===== config.mk =====
export PLATFORM = sky130hd
export DESIGN_NAME = fir_sym_tap
export DESIGN_NICKNAME = d
export VERILOG_FILES = /design/src/rtl/fir_sym_pkg.sv /design/src/rtl/fir_sym_mult_bank.sv /design/src/rtl/fir_sym_chain.sv /design/src/rtl/fir_sym_out_stage.sv /design/src/rtl/fir_sym_tap.sv
export SDC_FILE = /design/constraint.sdc
export NUM_CORES = 2
export LEC_CHECK = 0
export CAP_MARGIN = 20
export CORE_MARGIN = 1
export CORE_UTILIZATION = 53
export CTS_BUF_LIST = sky130_fd_sc_hd__clkbuf_16
export DETAILED_ROUTE_END_ITERATION = 10
export GPL_TIMING_DRIVEN = 0
export PLACE_DENSITY_LB_ADDON = 0.15
export SLEW_MARGIN = 20
export SYNTH_ARGS = -nofsm -noshare
export SYNTH_HDL_FRONTEND = slang
export SYNTH_SLANG_ARGS = --single-unit

===== constraint.sdc =====
create_clock -name clk -period 17.5 [get_ports clk]
set_clock_uncertainty 0.15 [all_clocks]
set_input_delay 3.5 -clock clk [delete_from_list [all_inputs] [get_ports clk]]
set_output_delay 3.5 -clock clk [all_outputs]
set_load 0.01 [all_outputs]

===== src/rtl/fir_sym_pkg.sv =====
package fir_sym_pkg;

  typedef enum logic {
    MIRROR_EVEN = 1'b0,
    MIRROR_ODD  = 1'b1
  } mirror_e;

  function automatic int acc_width(input int dw, input int cw, input int taps);
    return dw + cw + $clog2(taps);
  endfunction

  // Mirror source: which stored product serves chain tap t
  function automatic int src_of(input int t, input int taps);
    return (t < taps / 2) ? t : (taps - 1 - t);
  endfunction

endpackage


===== src/rtl/fir_sym_mult_bank.sv =====
module fir_sym_mult_bank #(
  parameter int DATA_W = 16,
  parameter int COEF_W = 16,
  parameter int HALF   = 6,
  parameter logic [HALF*COEF_W-1:0] COEFS = '0
) (
  input  logic [DATA_W-1:0]               x,
  output logic [HALF*(DATA_W+COEF_W)-1:0] prod_flat
);
  localparam int PW = DATA_W + COEF_W;

  for (genvar i = 0; i < HALF; i++) begin : g_mul
    localparam logic signed [COEF_W-1:0] CI = COEFS[i*COEF_W +: COEF_W];
    logic signed [PW-1:0] p;
    assign p = PW'($signed(x)) * PW'(CI);
    assign prod_flat[i*PW +: PW] = p;
  end
endmodule


===== src/rtl/fir_sym_chain.sv =====
module fir_sym_chain
  import fir_sym_pkg::*;
#(
  parameter int DATA_W = 16,
  parameter int COEF_W = 16,
  parameter int TAPS   = 12,
  parameter mirror_e MODE = MIRROR_EVEN,
  parameter int ACC_W  = acc_width(DATA_W, COEF_W, TAPS)
) (
  input  logic                                      clk,
  input  logic                                      rst_n,
  input  logic                                      adv,
  input  logic [(TAPS/2)*(DATA_W+COEF_W)-1:0]       prod_flat,
  output logic signed [ACC_W-1:0]                   y_now
);
  localparam int HALF = TAPS / 2;
  localparam int PW   = DATA_W + COEF_W;
  localparam int NREG = TAPS - 1;

  logic signed [ACC_W-1:0] pext [HALF];
  logic signed [ACC_W-1:0] st   [NREG];

  for (genvar i = 0; i < HALF; i++) begin : g_ext
    assign pext[i] = {{(ACC_W-PW){prod_flat[i*PW+PW-1]}}, prod_flat[i*PW +: PW]};
  end

  // Stage j holds the partial sum that will meet tap j+1
  for (genvar j = 0; j < NREG; j++) begin : g_stage
    localparam int T   = j + 1;
    localparam int SRC = src_of(T, TAPS);
    logic signed [ACC_W-1:0] term;
    logic signed [ACC_W-1:0] upstream;

    if (T >= HALF && MODE == MIRROR_ODD) begin : g_neg
      assign term = -pext[SRC];
    end else begin : g_pos
      assign term = pext[SRC];
    end

    if (j == NREG - 1) begin : g_tail
      assign upstream = '0;
    end else begin : g_link
      assign upstream = st[j+1];
    end

    always_ff @(posedge clk) begin
      if (!rst_n) st[j] <= '0;
      else if (adv) st[j] <= term + upstream;
    end
  end

  assign y_now = pext[0] + st[0];
endmodule


===== src/rtl/fir_sym_out_stage.sv =====
module fir_sym_out_stage #(
  parameter int ACC_W = 36
) (
  input  logic                    clk,
  input  logic                    rst_n,
  input  logic                    in_valid,
  output logic                    in_ready,
  output logic                    take,
  input  logic signed [ACC_W-1:0] y_now,
  output logic                    out_valid,
  input  logic                    out_ready,
  output logic signed [ACC_W-1:0] out_data
);
  assign in_ready = !out_valid || out_ready;
  assign take     = in_valid && in_ready;

  always_ff @(posedge clk) begin
    if (!rst_n) begin
      out_valid <= 1'b0;
      out_data  <= '0;
    end else if (take) begin
      out_valid <= 1'b1;
      out_data  <= y_now;
    end else if (out_ready) begin
      out_valid <= 1'b0;
    end
  end
endmodule


===== src/rtl/fir_sym_tap.sv =====
module fir_sym_tap
  import fir_sym_pkg::*;
#(
  parameter int DATA_W = 16,
  parameter int COEF_W = 16,
  parameter int TAPS   = 12,
  parameter mirror_e MODE = MIRROR_EVEN,
  parameter logic [(TAPS/2)*COEF_W-1:0] COEFS = {
    16'sd333, -16'sd15321, 16'sd20000, -16'sd7, 16'sd1201, -16'sd32768},
  localparam int ACC_W = acc_width(DATA_W, COEF_W, TAPS)
) (
  input  logic                    clk,
  input  logic                    rst_n,
  input  logic                    in_valid,
  output logic                    in_ready,
  input  logic [DATA_W-1:0]       in_data,
  output logic                    out_valid,
  input  logic                    out_ready,
  output logic [ACC_W-1:0]        out_data
);
  localparam int HALF = TAPS / 2;
  localparam int PW   = DATA_W + COEF_W;

  logic [HALF*PW-1:0]      prod_flat;
  logic signed [ACC_W-1:0] y_now;
  logic signed [ACC_W-1:0] res_q;
  logic                    take;

  fir_sym_mult_bank #(
    .DATA_W(DATA_W), .COEF_W(COEF_W), .HALF(HALF), .COEFS(COEFS)
  ) u_mul (
    .x(in_data), .prod_flat(prod_flat)
  );

  fir_sym_chain #(
    .DATA_W(DATA_W), .COEF_W(COEF_W), .TAPS(TAPS), .MODE(MODE), .ACC_W(ACC_W)
  ) u_chain (
    .clk(clk), .rst_n(rst_n), .adv(take), .prod_flat(prod_flat), .y_now(y_now)
  );

  fir_sym_out_stage #(.ACC_W(ACC_W)) u_out (
    .clk(clk), .rst_n(rst_n), .in_valid(in_valid), .in_ready(in_ready),
    .take(take), .y_now(y_now), .out_valid(out_valid), .out_ready(out_ready),
    .out_data(res_q)
  );

  assign out_data = res_q;
endmodule


# Yosys cells after proc, flatten, opt, wreduce, memory -nomap -nowiden
# Memories as Yosys holds them, arrays and structs flattened.
# Cells that the tools add are included.
# word_totals
register_bits	37
latchBits	0
ram_bits	396
mem_bits_ro	0
elab_cells	52
memories	1
# memory_table
name	words	word_bits	rd	rd_clocked_by_memory_dff	wr	line_no	rtl
u_chain.st	11	36	11	0	11	fir_sym_chain.sv:21	logic signed [ACC_W-1:0] st [NREG];
# classes
n_addsub	12
mul	5
n_div	0
n_lt_le_gt_ge	0
n_eq_ne	0
shift	0
mux	17
n_bitwise	11
n_reduce_logical	4
# ops
cell	count
36-bit 2-to-1 mux	11
32-bit by 36-bit adder with 36-bit output	3
20-bit by 36-bit adder with 36-bit output	2
26-bit by 36-bit adder with 36-bit output	2
28-bit by 36-bit adder with 36-bit output	2
31-bit by 36-bit adder with 36-bit output	2
16-bit by 15-bit multiplier with 31-bit output, second input constant	1
16-bit by 12-bit multiplier with 28-bit output, second input constant	1
16-bit by 11-bit multiplier with 27-bit output, second input constant	1
16-bit by 10-bit multiplier with 26-bit output, second input constant	1
16-bit by 4-bit multiplier with 20-bit output, second input constant	1
16-bit negator with 17-bit output	1
1-bit OR	11
1-bit 2-to-1 mux	6
2-bit nonzero test	1
1-bit logical AND	1
1-bit logical NOT	1
1-bit logical OR	1

# Longest topological paths before layout
# depth
ltp_word	7
ltp_mapped	36

# By module
# From an unflattened synthesis, not the netlist that was laid out.
# hier_totals
hier_cells	5495
hier_area_um2	49977.9
# by_module_without_submodules
module	instances	cells_per_inst	area_per_inst_um2	seq_area_each_um2
fir_sym_chain	1	3659	33878.7	11771.3
fir_sym_mult_bank	1	1675	14581.5	0.0
fir_sym_out_stage	1	161	1517.7	740.7

# Worst setup path after synthesis
# OpenSTA, ideal clock, no wires.
# synth_path
kind	in2reg
from	input port out_ready
to	memory u_chain.st[0][0] (enable)
setup_time_ns	0.723
arrival_time_ns	11.365
t_required_ns	16.627
setup_slack_ns	5.263
cell_stages	4
cell_sequence	nand2b_1 a21boi_1 clkbuf_1 inv_1
# synth_lines
element	line_no	rtl
from (decl)	fir_sym_tap.sv:18	input logic out_ready,
to (decl)	fir_sym_chain.sv:21	

==> results.cfg <==
[synth]
synth.yosys.warnings = 0
yosys.area.top_type = edfxtp_1
synth_top_area_share_pct = 25.0
synth_top_family_by_area = adder cells
syn_area_per_cell_sq_um = 9.27
synth_edf_count = 376
muxShareOfSynthArea_pct = 0.626
synthXorXnorAreaFrac_pct = 7.53
synthesis.area_sq_mm = 0.0452
synth-simple-area-share_pct = 13.8
seq_area_frac_synth_pct = 26.6
synth_cell_types = 85
synth_area_leaders = edfxtp_1 (25%), ha_1 (20%), fa_1 (8.6%)
ys_async_sr_fraction_pct = 0
yosys-top-cells-count = ha_1 (725), inv_1 (499), nor2_1 (466)
ys.flop_type = edfxtp_1
synth-seq-cells = 413
synth_adder_area_share_pct = 28.7
synth_compound_area_share_pct = 17.7
synth_fp_nets = 5811
synthCells = 4871
synth.most_common_cell = ha_1

[worst_hold_path]
whs_endpoint = u_out.out_data[21]$_SDFFE_PN0P_
hold_depth = 2
hp-class = reg -> reg
min-delay-start = u_out.out_data[21]$_SDFFE_PN0P_

[floorplanning]
fp.dieH_microns = 294
rows = 106
core_area_sq_mm = 0.0840
die_x_microns = 294
dieArea_sq_mm = 0.0864
initial_core_util_pct = 53.8
io_pins = 58

[critical_path]
crit_fanout = 38
critPathSlowestCell = a221oi_1
end_kind = register
rr_startpoint = u_chain.st[3][37]$_SDFFCE_PN0P_
cp-start-kind = input port
r2r_slack_ns = 13.16
path_class = in -> reg
slowest_delay_ns = 0.59
r2r_end = u_chain.st[3][35]$_SDFFCE_PN0P_
critPathRequiredTime_ns = 17.70
cp.arrival_ns = 12.69
r2r_cells = 11

[place]
portBuffers = 57
dp_hpwl_microns = 104000
dp_cells = 6071
routabilityCongestion = 0.967
dp_worst_setup_slack_ns = 4.27

[timing]
fin_crit_ns = 12.49
setup_ws_ns = 5.01
worst-slew-pin-transition_ns = 1.12
max-slew-margin-rel_pct = 25.2
maxSlewViolCount = 0
tns_ns = 0
max_freq_mhz = 80.1
grt_setup_unrepaired = no
whs_ns = 0.299
hold_viol_final = 0
fin_crit_sh_pct = 71.4
setup_viol = 0

[routing]
post-route-drc-count = 0
routedWlPerCell_microns = 21.3
ant_nets = 0
dr_total_vias = 36300
wirelength_microns = 131000
via_per_inst = 5.89
drt_first_pass_iters = 7
drtIter0Drc = 2521

[layout]
final_cells = 6165
area_growth_pct = 8.58
num-nets-final = 5930
fillers = 7524
layout-drive-gt1-share_pct = 3.32

[clocking]
post_cts_buffers = 0
clkSinkCount = 413
cts_made_buffers = 51
clk_pin_slew_ns = 0.06
clockBufferDepth = 3
cts_tree = built
cts-root-buf = clkbuf_16
clock_latency_ns = 0.64
cts-hold-fix-buffers = 0
htree_levels = 2
cts_resized = 0

[global_routing]
antenna_found_initial = 5
grt_pass1_vias = 35700
grt-ovfl-total = 0
grt_first_pass_wirelength_microns = 201000
grt_usage_pct = 30.5
grt_max_degree = 104

[status]
outcome = finished, final reports clean

[job]
drv_cap = 0
worst max-delay path, delay by kind of cell:
family / cells / cell delay [ns]
XOR/XNOR: 2 / 0.51
AND/OR/NAND/NOR: 3 / 0.57
buffers and inverters: 11 / 2.32
adder cells (fa/ha/maj): 8 / 3.17
AO/OA/AOI/OAI: 11 / 2.53
cell usage in the layout, fill, tap and decap left out, types with 48 or more instances in the layout:
| master | count |
|---|---|
| a21o_1 | 236 |
| a21oi_1 | 348 |
| a31oi_1 | 54 |
| and2_1 | 75 |
| and3_1 | 59 |
| clkbuf_1 | 79 |
| clkbuf_16 | 51 |
| edfxtp_1 | 376 |
| fa_1 | 195 |
| ha_1 | 725 |
| inv_1 | 505 |
| nand2_1 | 257 |
| nand2b_1 | 77 |
| nand3_1 | 93 |
| nor2_1 | 466 |
| nor2b_1 | 55 |
| nor3_1 | 82 |
| o21a_1 | 48 |
| o21ai_0 | 205 |
| o21bai_1 | 59 |
| xnor2_1 | 235 |
| xor2_1 | 148 |
sequential cells by signal, summed over array words and instances, names as in the netlist:
signal / count
u_chain.st: 376
u_out.out_data: 36
u_out.out_valid: 1
final cells by class:
| class | instances | area, sq um | share of cell area, % |
|---|---|---|---|
| multi-input combinational | 3864 | 30900 | 63.1 |
| sequential | 413 | 12000 | 24.5 |
| inverter | 499 | 1880 | 3.84 |
| tap | 1134 | 1420 | 2.89 |
| clock buffer | 51 | 1280 | 2.60 |
| timing repair buffer | 66 | 721 | 1.47 |
| clock inverter | 42 | 414 | 0.845 |
| buffer | 95 | 370 | 0.755 |
| antenna | 1 | 2.50 | 0.00510 |
stage by stage:
step / cell area [sq um] / utilization, %
final: 49000 / 58.4
after global routing: 49000 / 58.4
after CTS: 49000 / 58.4
after detailed placement: 47400 / 56.4
after global placement: 47100 / 56.2
after floorplan: 45200 / -
routing by layer:
metal	GRT usage, %	part of all wire (%)	wire, microns	up-vias
li1	-	-	-	17600
met1	40.3	44	57700	17500
met2	50.5	46	60100	995
met3	4.16	6.2	8130	202
met4	11.7	4.1	5450	2
met5	0	0.013	17	-
logic make-up after synthesis:
group / count (synthesis)
DFF: 413
xor gates and xnor gates: 385
muxes: 28
buffers and inverters: 594
and+or+nand+nor: 1305
AOI/OAI and AO/OA: 1226
adders and majority gates: 920
worst max path at each step:
stage / startpoint / end / slack (ns) / cells after the start
after floorplan: out_ready / u_chain.st[0][0]$_SDFFCE_PN0P_ / 5.26 / 4
after global placement: out_ready / u_chain.st[3][9]$_SDFFCE_PN0P_ / 0.64 / 5
after detailed placement: in_data[6] / u_chain.st[2][71]$_SDFFCE_PN0P_ / 4.27 / 32
after CTS: in_data[6] / u_chain.st[2][71]$_SDFFCE_PN0P_ / 4.90 / 32
after global routing: in_data[15] / u_chain.st[3][35]$_SDFFCE_PN0P_ / 4.48 / 37
final: in_data[15] / u_chain.st[1][68]$_SDFFCE_PN0P_ / 5.01 / 35
Power is left out: the tool's default activity adds up to more than one toggle a clock period on the data nets, which glitch-free logic cannot reach.
